### src/rtl/pic_pkg.sv
package pic_pkg;

    typedef enum logic {
        ACK_IDLE  = 1'b0,
        ACK_WAIT2 = 1'b1
    } ack_state_e;

    localparam logic [1:0] ADDR_BASE = 2'd0;
    localparam logic [1:0] ADDR_MASK = 2'd1;
    localparam logic [1:0] ADDR_CMD  = 2'd2;

    localparam logic [7:0] CMD_EOI_NONSPEC = 8'h20;

    typedef struct packed {
        logic       valid;
        logic [2:0] idx;
    } grant_t;

endpackage

### src/rtl/pic_req_latch.sv
module pic_req_latch #(
    parameter int N_LINES = 8
) (
    input  logic               clk,
    input  logic               rst,
    input  logic [N_LINES-1:0] irq_in,
    input  logic [N_LINES-1:0] take,
    output logic [N_LINES-1:0] irr
);
    logic [N_LINES-1:0] irq_q;
    logic [N_LINES-1:0] rise;

    assign rise = irq_in & ~irq_q;

    always_ff @(posedge clk) begin
        if (rst) begin
            irq_q <= '0;
            irr   <= '0;
        end else begin
            irq_q <= irq_in;
            irr   <= (irr & ~take) | rise;
        end
    end
endmodule

### src/rtl/pic_prio.sv
module pic_prio
    import pic_pkg::*;
#(
    parameter int N_LINES = 8
) (
    input  logic [N_LINES-1:0] irr,
    input  logic [N_LINES-1:0] imr,
    input  logic [N_LINES-1:0] isr,
    output grant_t             grant
);
    logic [N_LINES-1:0] allowed;
    logic [N_LINES-1:0] eligible;

    always_comb begin
        logic blocked;
        blocked = 1'b0;
        for (int i = 0; i < N_LINES; i++) begin
            blocked    = blocked | isr[i];
            allowed[i] = ~blocked;
        end
    end

    assign eligible = irr & ~imr & allowed;

    always_comb begin
        grant = '0;
        for (int i = N_LINES - 1; i >= 0; i--) begin
            if (eligible[i]) begin
                grant.valid = 1'b1;
                grant.idx   = 3'(i);
            end
        end
    end
endmodule

### src/rtl/pic_ack_seq.sv
module pic_ack_seq
    import pic_pkg::*;
#(
    parameter int N_LINES = 8,
    parameter int DW      = 8
) (
    input  logic               clk,
    input  logic               rst,
    input  logic               inta,
    input  grant_t             grant,
    input  logic               eoi,
    input  logic [DW-1:0]      base,
    output logic [N_LINES-1:0] isr,
    output logic [N_LINES-1:0] take,
    output logic               in_ack,
    output logic               data_oe,
    output logic [DW-1:0]      data_out
);
    localparam int LW = $clog2(N_LINES);

    ack_state_e         state;
    logic               inta_q;
    logic               pulse;
    logic [DW-1:0]      vec_q;
    logic [N_LINES-1:0] eoi_clr;
    logic [N_LINES-1:0] set_bit;

    assign pulse  = inta & ~inta_q;
    assign in_ack = (state == ACK_WAIT2);

    always_comb begin
        set_bit = '0;
        if (pulse && state == ACK_IDLE && grant.valid)
            set_bit[grant.idx] = 1'b1;
    end
    assign take = set_bit;

    always_comb begin
        eoi_clr = '0;
        if (eoi) begin
            for (int i = N_LINES - 1; i >= 0; i--) begin
                if (isr[i]) begin
                    eoi_clr    = '0;
                    eoi_clr[i] = 1'b1;
                end
            end
        end
    end

    always_ff @(posedge clk) begin
        if (rst) begin
            state  <= ACK_IDLE;
            inta_q <= 1'b0;
            isr    <= '0;
            vec_q  <= '0;
        end else begin
            inta_q <= inta;
            isr    <= (isr & ~eoi_clr) | set_bit;
            if (pulse) begin
                if (state == ACK_IDLE) begin
                    state <= ACK_WAIT2;
                    if (grant.valid)
                        vec_q <= {base[DW-1:LW], grant.idx[LW-1:0]};
                    else
                        vec_q <= {base[DW-1:LW], {LW{1'b1}}};
                end else begin
                    state <= ACK_IDLE;
                end
            end
        end
    end

    assign data_oe  = in_ack & inta & ~inta_q;
    assign data_out = data_oe ? vec_q : '0;
endmodule

### src/rtl/pic_ctrl.sv
module pic_ctrl
    import pic_pkg::*;
#(
    parameter int N_LINES = 8,
    parameter int DW      = 8
) (
    input  logic               clk,
    input  logic               rst,
    input  logic [N_LINES-1:0] irq_in,
    input  logic               inta,
    input  logic               wr_en,
    input  logic [1:0]         wr_addr,
    input  logic [DW-1:0]      wr_data,
    output logic               int_out,
    output logic [DW-1:0]      data_out,
    output logic               data_oe
);
    localparam int LW = $clog2(N_LINES);

    logic [N_LINES-1:0] irr;
    logic [N_LINES-1:0] isr;
    logic [N_LINES-1:0] imr_q;
    logic [N_LINES-1:0] take;
    logic [DW-1:0]      base_q;
    logic               eoi;
    logic               in_ack;
    grant_t             grant;

    always_ff @(posedge clk) begin
        if (rst) begin
            imr_q  <= '1;
            base_q <= '0;
        end else if (wr_en) begin
            if (wr_addr == ADDR_BASE)
                base_q <= {wr_data[DW-1:LW], {LW{1'b0}}};
            if (wr_addr == ADDR_MASK)
                imr_q <= wr_data[N_LINES-1:0];
        end
    end

    assign eoi = wr_en && (wr_addr == ADDR_CMD) && (wr_data == CMD_EOI_NONSPEC);

    pic_req_latch #(.N_LINES(N_LINES)) u_req (
        .clk    (clk),
        .rst    (rst),
        .irq_in (irq_in),
        .take   (take),
        .irr    (irr)
    );

    pic_prio #(.N_LINES(N_LINES)) u_prio (
        .irr   (irr),
        .imr   (imr_q),
        .isr   (isr),
        .grant (grant)
    );

    pic_ack_seq #(.N_LINES(N_LINES), .DW(DW)) u_ack (
        .clk      (clk),
        .rst      (rst),
        .inta     (inta),
        .grant    (grant),
        .eoi      (eoi),
        .base     (base_q),
        .isr      (isr),
        .take     (take),
        .in_ack   (in_ack),
        .data_oe  (data_oe),
        .data_out (data_out)
    );

    assign int_out = grant.valid & ~in_ack;
endmodule

### config.mk
export PLATFORM = sky130hd
export DESIGN_NAME = pic_ctrl
export DESIGN_NICKNAME = d
export VERILOG_FILES = /design/src/rtl/pic_pkg.sv /design/src/rtl/pic_req_latch.sv /design/src/rtl/pic_prio.sv /design/src/rtl/pic_ack_seq.sv /design/src/rtl/pic_ctrl.sv
export SDC_FILE = /design/constraint.sdc
export NUM_CORES = 1
export LEC_CHECK = 0
export BUFFER_PORTS_ARGS = -buffer_cell sky130_fd_sc_hd__buf_2
export CORE_MARGIN = 2
export CORE_UTILIZATION = 59
export CTS_CLUSTER_DIAMETER = 150
export DETAILED_ROUTE_END_ITERATION = 10
export GPL_TIMING_DRIVEN = 0
export HOLD_SLACK_MARGIN = 0.03
export PLACE_DENSITY = 0.87
export SYNTH_ARGS = -nofsm -noshare
export SYNTH_HDL_FRONTEND = slang
export SYNTH_SLANG_ARGS = --single-unit
### constraint.sdc
create_clock -name clk -period 3.9 [get_ports clk]
set_clock_uncertainty 0.05 [all_clocks]
set_input_delay 0.39 -clock clk [delete_from_list [all_inputs] [get_ports clk]]
set_output_delay 0.39 -clock clk [all_outputs]
set_load 0.02 [all_outputs]
* Word-level counts from Yosys, hierarchy flattened *
Cells that the tools add are included.

cells by class
  $add $sub $neg = 0
  $mul = 0
  div/mod/pow operators = 0
  magnitude comparators = 2
  eq/ne operators = 3
  shift-type cells = 0
  multiplexer cells = 23
  bitwise gates (word level) = 32
  reduce and logical (&&, ||, !) cells = 9

operators with widths
  kind                                                                count
  two-way mux 8 bit                                                   11
  AND 8 bit                                                           5
  two-way mux 4 bit                                                   8
  inverter 8 bit                                                      4
  bitwise OR 8 bit                                                    2
  inverter 1 bit                                                      10
  equality test 8 x 6 -> 1 bit (second input constant)                1
  bitwise OR 1 bit                                                    7
  AND reduction 2 bit                                                 3
  logical AND 1 bit                                                   5
  AND 1 bit                                                           4
  less-than comparator 3 x 4 -> 1 bit (second input constant)         1
  demux 1 bit (select 3 bit)                                          1
  greater-or-equal comparator 3 x 1 -> 1 bit (second input constant)  1
  two-way mux 3 bit                                                   1
  equality test 2 x 1 -> 1 bit (second input constant)                1
  equality test 2 bit (second input constant)                         1
  zero test 2 bit                                                     1
  two-way mux 1 bit                                                   2

storage, ports and cells
  flip-flop bits (word level) = 47
  latch bits = 0
  memory bits (writable) = 0
  ROM bits = 0
  word-level logic and storage cells = 77
  memories = 0

* Logic depth before layout (Yosys ltp) *
Gate-level depths: netlist of the first run.

  depth after elaboration = 25
  mapped depth = 6

* Modules after synthesis *
From an unflattened synthesis of the first run, not the netlist that was laid out.

second synthesis, totals
  cell total of the unflattened synthesis = 236
  area, all modules = 2,220.9 sq um

modules (own cells, without submodules)
  module         times used  cells each  area an instance (sq um)  seq. area each (sq um)
  pic_ack_seq    1           94          840.8                     360.3
  pic_ctrl       1           64          608.1                     260.2
  pic_req_latch  1           49          564.3                     320.3
  pic_prio       1           29          207.7                     0.0

* Worst setup path before layout of the first run *
OpenSTA, ideal clock, no wires.

  kind = register to output
  from = register u_ack.isr[0]
  to = output int_out
  data arrival time = 1,729 ps
  slack = 1,731 ps
  stages on the path, launching flop included = 5
  path buffers = 0
  cells stage by stage = dfxtp_1 > or2_4 > or4_4 > a221o_1 > a31oi_1

between the ends
  cells in the longest elaborated chain, start to end = 18
  elaborated cells between the ends (all ways) = 25
  those cells by class = mux: 8; bitwise: 17

ends and longest elaborated chain
  element                          line               text
  start, declared                  pic_ack_seq.sv:13  output logic [N_LINES-1:0] isr,
  start signal, assigned           pic_ack_seq.sv:58  isr <= (isr & ~eoi_clr) | set_bit;
  bitwise OR 1 bit (7 in series)   pic_prio.sv:18     blocked = blocked | isr[i];
  inverter 1 bit                   pic_prio.sv:19     allowed[i] = ~blocked;
  AND 8 bit (*)                    pic_prio.sv:23     assign eligible = irr & ~imr & allowed;
  two-way mux 4 bit (7 in series)  pic_prio.sv:28     if (eligible[i]) begin
  two-way mux 4 bit (*)            pic_prio.sv:28
  AND 1 bit (*)                    pic_ctrl.sv:72     assign int_out = grant.valid & ~in_ack;
  end, declared                    pic_ctrl.sv:14     output logic int_out,

Mark *: on every way between the ends. The rest lies on a longest branch, timed or not.

* Worst setup path in the final report of the first run *
Ends and elaborated chain as after synthesis.

==> impl_metrics.csv, run 1 <==
group,metric,value,unit
outcome,status,"completed",
drt,avgRoutedWirePerCell,13.6,µm
timing,drv_slew,0,
drt,routed.top_layer,"met4",
grt,grt_max_degree,15,
synth,ys_warn_count,0,
pwr,ir_drop,0.229,mV
worst_hold_path,hp-class,"primary input to flop",
clock_network,cts-root-buf,"clkbuf_4",
pwr,finalPower,0.000925,W
cells_and_area,drive_gt1_frac,0.182,
floorplanning,rows,20,
synth,synthTopCellsByArea,"dfxtp_1 (48%), nor2b_1 (6.0%), nand2_1 (5.7%), a21oi_1 (3.8%), nand3_1 (3.0%)",
pwr,p_leak,0.923,nW
timing,min_period_over_period,0.681,
synth,syn_inst,225,
cells_and_area,antenna_cells,0,
cells_and_area,layout.nets,285,
timing,rsz0062_at_grt,"false",
clock_network,cts_sinks,47,
timing,max_freq,377,MHz
clock_network,post-cts-setup-buffers,0,
synth,postSynthNetCount,247,
clock_network,cts_buffer_depth,2,
placed_design,hpwl,3140,µm
clock_network,cts_buffers,5,
floorplanning,floorplan.initialDensity,0.635,
placed_design,dpl-instance-area,2180,µm²
cells_and_area,area_delta_synth_final,15.0,%
timing,hold_ws,0.183,ns
cells_and_area,final_area,2270,µm²
floorplanning,die_h,61.8,µm
drt,detail-route-antenna-nets,0,
synth,netlist.top_cell.by_area,"dfxtp_1",
pwr,p_per_area,408,nW/µm²
synth,syn_area_per_cell,8.76,µm²
cells_and_area,final_common_cell,"dfxtp_1",
grt,antenna_found_initial,0,
critical_path,worstPathRequired,3.46,ns
timing,worst_slew_pin_slew,0.966,ns
grt,grt_overflow,0,
grt,grt_pass1_wl,6740,µm
synth,synth_ff_type,"dfxtp_1",
drt,drt-met1-wl,1920,µm
timing,setup_violations,0,
synth,synth_edf_count,0,
clock_network,cts_tree,"yes",
drt,vias_per_cell,5.51,
grt,track_usage,0.245,
floorplanning,core,3100,µm²
synth,synth_cell_types,40,
drt,drc,0,
drt,wl_met3,197,µm
clock_network,cts.clk_slew.worst_paths,0.13,ns
flow_run,maxCapViolCount,0,
timing,finalCriticalPeriod,2.65,ns
floorplanning,ios,32,
drt,num_vias,1697,
clock_network,cts_max_level,2,
clock_network,cts.repair.resized,0,
drt,drt_iter0_drc,84,
placed_design,port-buffer-count,31,
floorplanning,die_w,61.8,µm
synth,seq_area_frac_synth,0.477,
critical_path,critPathKind,"flop to output port",
synth,synth-seq-cells,47,
synth,synth_area,1970,µm²
timing,hold_viol_final,0,
cells_and_area,final_cell_mix,"dfxtp_1 (47), buf_2 (31), nand2_1 (30)",
clock_network,hold_buffers,0,
drt,first_pass_iters,4,
placed_design,gp_congestion,0.798,
critical_path,startpoint_type,"flop",
timing,tns,0,ns
synth,synthArstFlopShare,0,
floorplanning,dieArea,3820,µm²
drt,wirelength,4190,µm
grt,grt_pass1_vias,1569,
synth,synth_top_area_frac,0.477,
critical_path,path_max_fanout,6,
timing,max_slew_margin,0.355,
drt,routed-wl-met2,2030,µm
clock_network,insertion_delay,0.37,ns
critical_path,end_kind,"output port",
critical_path,worstPathArrival,2.21,ns
registers in the layout, indices dropped and copies added, names as in the netlist:
register / count
u_req.irq_q: 8
u_ack.isr: 8
u_req.irr: 8
base_q: 5
u_ack.inta_q: 1
u_ack.vec_q: 8
imr_q: 8
u_ack.in_ack: 1
cells by family (layout without fill, tap and decap cells):
group | Yosys count | in the layout | synth area share
compound gates | 45 | 45 | 0.153
buf+inv | 12 | 51 | 0.0267
simple gates | 116 | 116 | 0.317
mux | 5 | 5 | 0.0254
flops | 47 | 47 | 0.477
synth_stat cells (4+ instances only):
| cell | instances |
|---|---|
| nand2_1 | 30 |
| nand2b_1 | 7 |
| a21oi_1 | 15 |
| nor2_1 | 16 |
| o21ai_0 | 8 |
| mux2i_1 | 5 |
| a311oi_1 | 4 |
| clkbuf_1 | 6 |
| nor4_1 | 4 |
| nor2b_1 | 19 |
| dfxtp_1 | 47 |
| and2_1 | 9 |
| nand3_1 | 12 |
| inv_1 | 4 |
routing by layer:
layer  global-route usage  vias up
met5                    0        -
met4               0.0669        0
met3               0.0766        4
met2                0.411       35
met1                0.305      789
li1                     -      869
power by group:
part,switching (W),internal (W)
registers,0.0000132,0.000504
clock network,0.000154,0.000152
logic,0.0000593,0.0000430
total,0.000227,0.000698
worst paths after layout:
path | start | to | slack, ns | cells past startpoint
min | irq_in[4] | u_req.irq_q[4] | 0.18 | 2
min reg2reg | u_ack.vec_q[3] | u_ack.vec_q[3] | 0.41 | 2
max reg2reg | u_ack.isr[0] | u_ack.isr[4] | 1.64 | 5
max | u_ack.isr[0] | int_out | 1.25 | 5
layout make-up:
class,instances,area (µm²)
plain buffers,8,37.5
clock buffers,6,51.3
clock inverters,2,35.0
fillers,267,836
inverters,4,15.0
multi-input cells,166,977
flip-flops and latches,47,941
well taps,44,55.1
repair buffers,31,155
worst max-delay path, stage by stage, from the launching register on:
cell     delay, ns
dfxtp_1       0.38
or2_4         0.28
or4_4         0.43
a221o_1       0.35
a31oi_1       0.21
buf_2         0.19
through the flow:
step / util / std cells / setup slack, ns
finish: 0.731 / 308 / 1.25
global route: 0.731 / 308 / 1.16
detailed placement: 0.703 / 300 / 1.69
global placement: 0.703 / 300 / 1.71
floorplan: - / 225 / 1.73
CTS: 0.731 / 308 / 1.26
No activity file was read; power rests on OpenSTA's default activity.
==> run 2, diff against run 1 <==
--- a/config.mk
+++ b/config.mk
@@ -7,12 +7,12 @@
 export LEC_CHECK = 0
 export BUFFER_PORTS_ARGS = -buffer_cell sky130_fd_sc_hd__buf_2
 export CORE_MARGIN = 2
-export CORE_UTILIZATION = 59
+export CORE_UTILIZATION = 55
 export CTS_CLUSTER_DIAMETER = 150
 export DETAILED_ROUTE_END_ITERATION = 10
 export GPL_TIMING_DRIVEN = 0
 export HOLD_SLACK_MARGIN = 0.03
-export PLACE_DENSITY = 0.87
+export PLACE_DENSITY = 0.82
 export SYNTH_ARGS = -nofsm -noshare
 export SYNTH_HDL_FRONTEND = slang
 export SYNTH_SLANG_ARGS = --single-unit
==> constraint.sdc (replaced) <==
create_clock -name clk -period 2.5 [get_ports clk]
set_clock_uncertainty 0.05 [all_clocks]
set_input_delay 0.25 -clock clk [delete_from_list [all_inputs] [get_ports clk]]
set_output_delay 0.25 -clock clk [all_outputs]
set_load 0.02 [all_outputs]
==> impl_metrics.csv, run 2 (same netlist as run 1, synthesis figures left out) <==
group,metric,value,unit
floorplanning,core,3390,µm²
pwr,ir_drop,0.589,mV
pwr,p_per_area,630,nW/µm²
timing,max_freq,412,MHz
drt,avgRoutedWirePerCell,13.6,µm
timing,rsz0062_at_grt,"false",
cells_and_area,drive_gt1_frac,0.185,
floorplanning,floorplan.initialDensity,0.581,
critical_path,worstPathArrival,2.13,ns
grt,grt_overflow,0,
drt,num_vias,1755,
clock_network,cts.repair.resized,0,
cells_and_area,final_cell_mix,"dfxtp_1 (47), buf_2 (31), nand2_1 (30)",
pwr,p_leak,0.927,nW
cells_and_area,nFillCells,290,
clock_network,cts_tree,"yes",
outcome,status,"completed",
cells_and_area,final_area,2280,µm²
placed_design,hpwl,3130,µm
timing,hold_viol_final,0,
placed_design,port-buffer-count,31,
placed_design,gp_congestion,0.910,
clock_network,cts_sinks,47,
floorplanning,ios,32,
critical_path,cp_cell_sequence,"or2_4 -> or4_4 -> a221o_1 -> a31oi_1 -> buf_2",
critical_path,path_delay_family,"simple AND/OR/NAND/NOR gates",
critical_path,path_buf_inv,1,
pwr,internal-power,0.00109,W
grt,grtUsageMet2,0.371,
grt,grt_pass1_wl,7400,µm
pwr,comb_power_share,0.114,
pwr,pwr-share-clk,0.326,
cells_and_area,final_common_cell,"dfxtp_1",
floorplanning,die_h,63.9,µm
pwr,power_frac_seq,0.561,
timing,tns,0,ns
timing,min_period_over_period,0.972,
clock_network,cts.clk_slew.worst_paths,0.14,ns
grt,grt_use_met1,0.291,
drt,detail-route-antenna-nets,0,
critical_path,path_max_fanout,6,
clock_network,cts_max_level,2,
worst_hold_path,hp-class,"primary input to flop",
placed_design,dpl-instance-area,2180,µm²
critical_path,critPathKind,"flop to output port",
clock_network,cts-root-buf,"clkbuf_4",
grt,grt_max_degree,15,
timing,max_slew_margin,0.389,
pwr,swShare,0.240,
grt,antenna_found_initial,0,
floorplanning,dieArea,4080,µm²
flow_run,maxCapViolCount,0,
timing,setup_violations,0,
clock_network,insertion_delay,0.37,ns
pwr,switching_power,0.000345,W
grt,met3_usage,0.0616,
drt,drc,0,
drt,vias_per_cell,5.64,
clock_network,hold_buffers,0,
critical_path,max_stage_delay,0.43,ns
drt,drt_iter0_drc,115,
timing,drv_slew,0,
grt,grt_pass1_vias,1669,
critical_path,end_kind,"output port",
clock_network,cts_buffer_depth,2,
drt,wirelength,4230,µm
floorplanning,rows,21,
grt,track_usage,0.234,
critical_path,worstPathRequired,2.20,ns
clock_network,cts_buffers,5,
cells_and_area,area_delta_synth_final,15.6,%
cells_and_area,layout.nets,286,
floorplanning,die_w,63.9,µm
cells_and_area,antenna_cells,0,
drt,first_pass_iters,4,
timing,worst_slew_pin_slew,0.915,ns
critical_path,startpoint_type,"flop",
critical_path,cp_slowest_cell,"or4_4",
timing,hold_ws,0.0432,ns
timing,finalCriticalPeriod,2.43,ns
grt,grt.busiest_layer,"met2",
[run 2: changes by cell type in the layout (fill, tap and decap cells not counted), sizes merged]
| cell | previous run | this run |
|---|---|---|
| buf | 33 | 34 |
[run 2: metal layers]
layer,up-vias,share of wire
li1,876,-
met1,821,0.45
met2,51,0.48
met3,7,0.062
met4,0,0.014
met5,-,0
[run 2: final timing paths]
kind / to / from / depth (start not counted) / slack (ns)
worst max-delay path: int_out / u_ack.isr[0] / 5 / 0.07
worst min-delay path: u_req.irq_q[7] / irq_in[7] / 2 / 0.04
worst max register to register: u_ack.isr[4] / u_ack.isr[0] / 6 / 0.20
worst min register to register: u_ack.vec_q[6] / u_ack.vec_q[6] / 2 / 0.41
[run 2: cell type report]
| class | instances | area, µm² | area share |
|---|---|---|---|
| clock buffers | 6 | 51.3 | 0.0225 |
| repair buffers | 32 | 163 | 0.0714 |
| flip-flops and latches | 47 | 941 | 0.413 |
| inverters | 4 | 15.0 | 0.00659 |
| well taps | 46 | 57.6 | 0.0253 |
| plain buffers | 8 | 37.5 | 0.0165 |
| multi-input cells | 166 | 977 | 0.429 |
| clock inverters | 2 | 35.0 | 0.0154 |
[run 2: power by group through the flow]
| stage | logic [W] | registers, W | clock network, W |
|---|---|---|---|
| finish | 0.000163 | 0.000805 | 0.000468 |
| global route | 0.000184 | 0.000810 | 0.000519 |
| CTS | 0.000163 | 0.000805 | 0.000478 |
| detailed placement | 0.000160 | 0.000822 | 0 |
| global placement | 0.000156 | 0.000821 | 0 |
| floorplan | 0.000109 | 0.000815 | 0 |
[run 2: through the flow]
| stage | power, W | util | instances | worst slack (ns) |
|---|---|---|---|---|
| 2_1_floorplan | 0.000924 | - | 225 | 0.402 |
| 3_3_place_gp | 0.000976 | 0.644 | 302 | 0.292 |
| 3_5_place_dp | 0.000981 | 0.644 | 302 | 0.280 |
| 4_1_cts | 0.00145 | 0.672 | 311 | 0.0746 |
| 5_1_grt | 0.00151 | 0.672 | 311 | 0.0187 |
| 6_report | 0.00144 | 0.672 | 311 | 0.0704 |
[run 2: worst reg2reg max path: cells and delay by family, from the launching register on]
family | cells | cell delay (ns)
buffers and inverters | 1 | 0.17
flip-flops | 1 | 0.37
AO/OA/AOI/OAI | 2 | 0.44
AND/OR/NAND/NOR | 3 | 1.22
[run 2: timing repair]
action / CTS / global route
setup buffers: 1 / 0
endpoints found under the hold margin: 0 / 0
endpoints found under the setup margin: 1 / 0
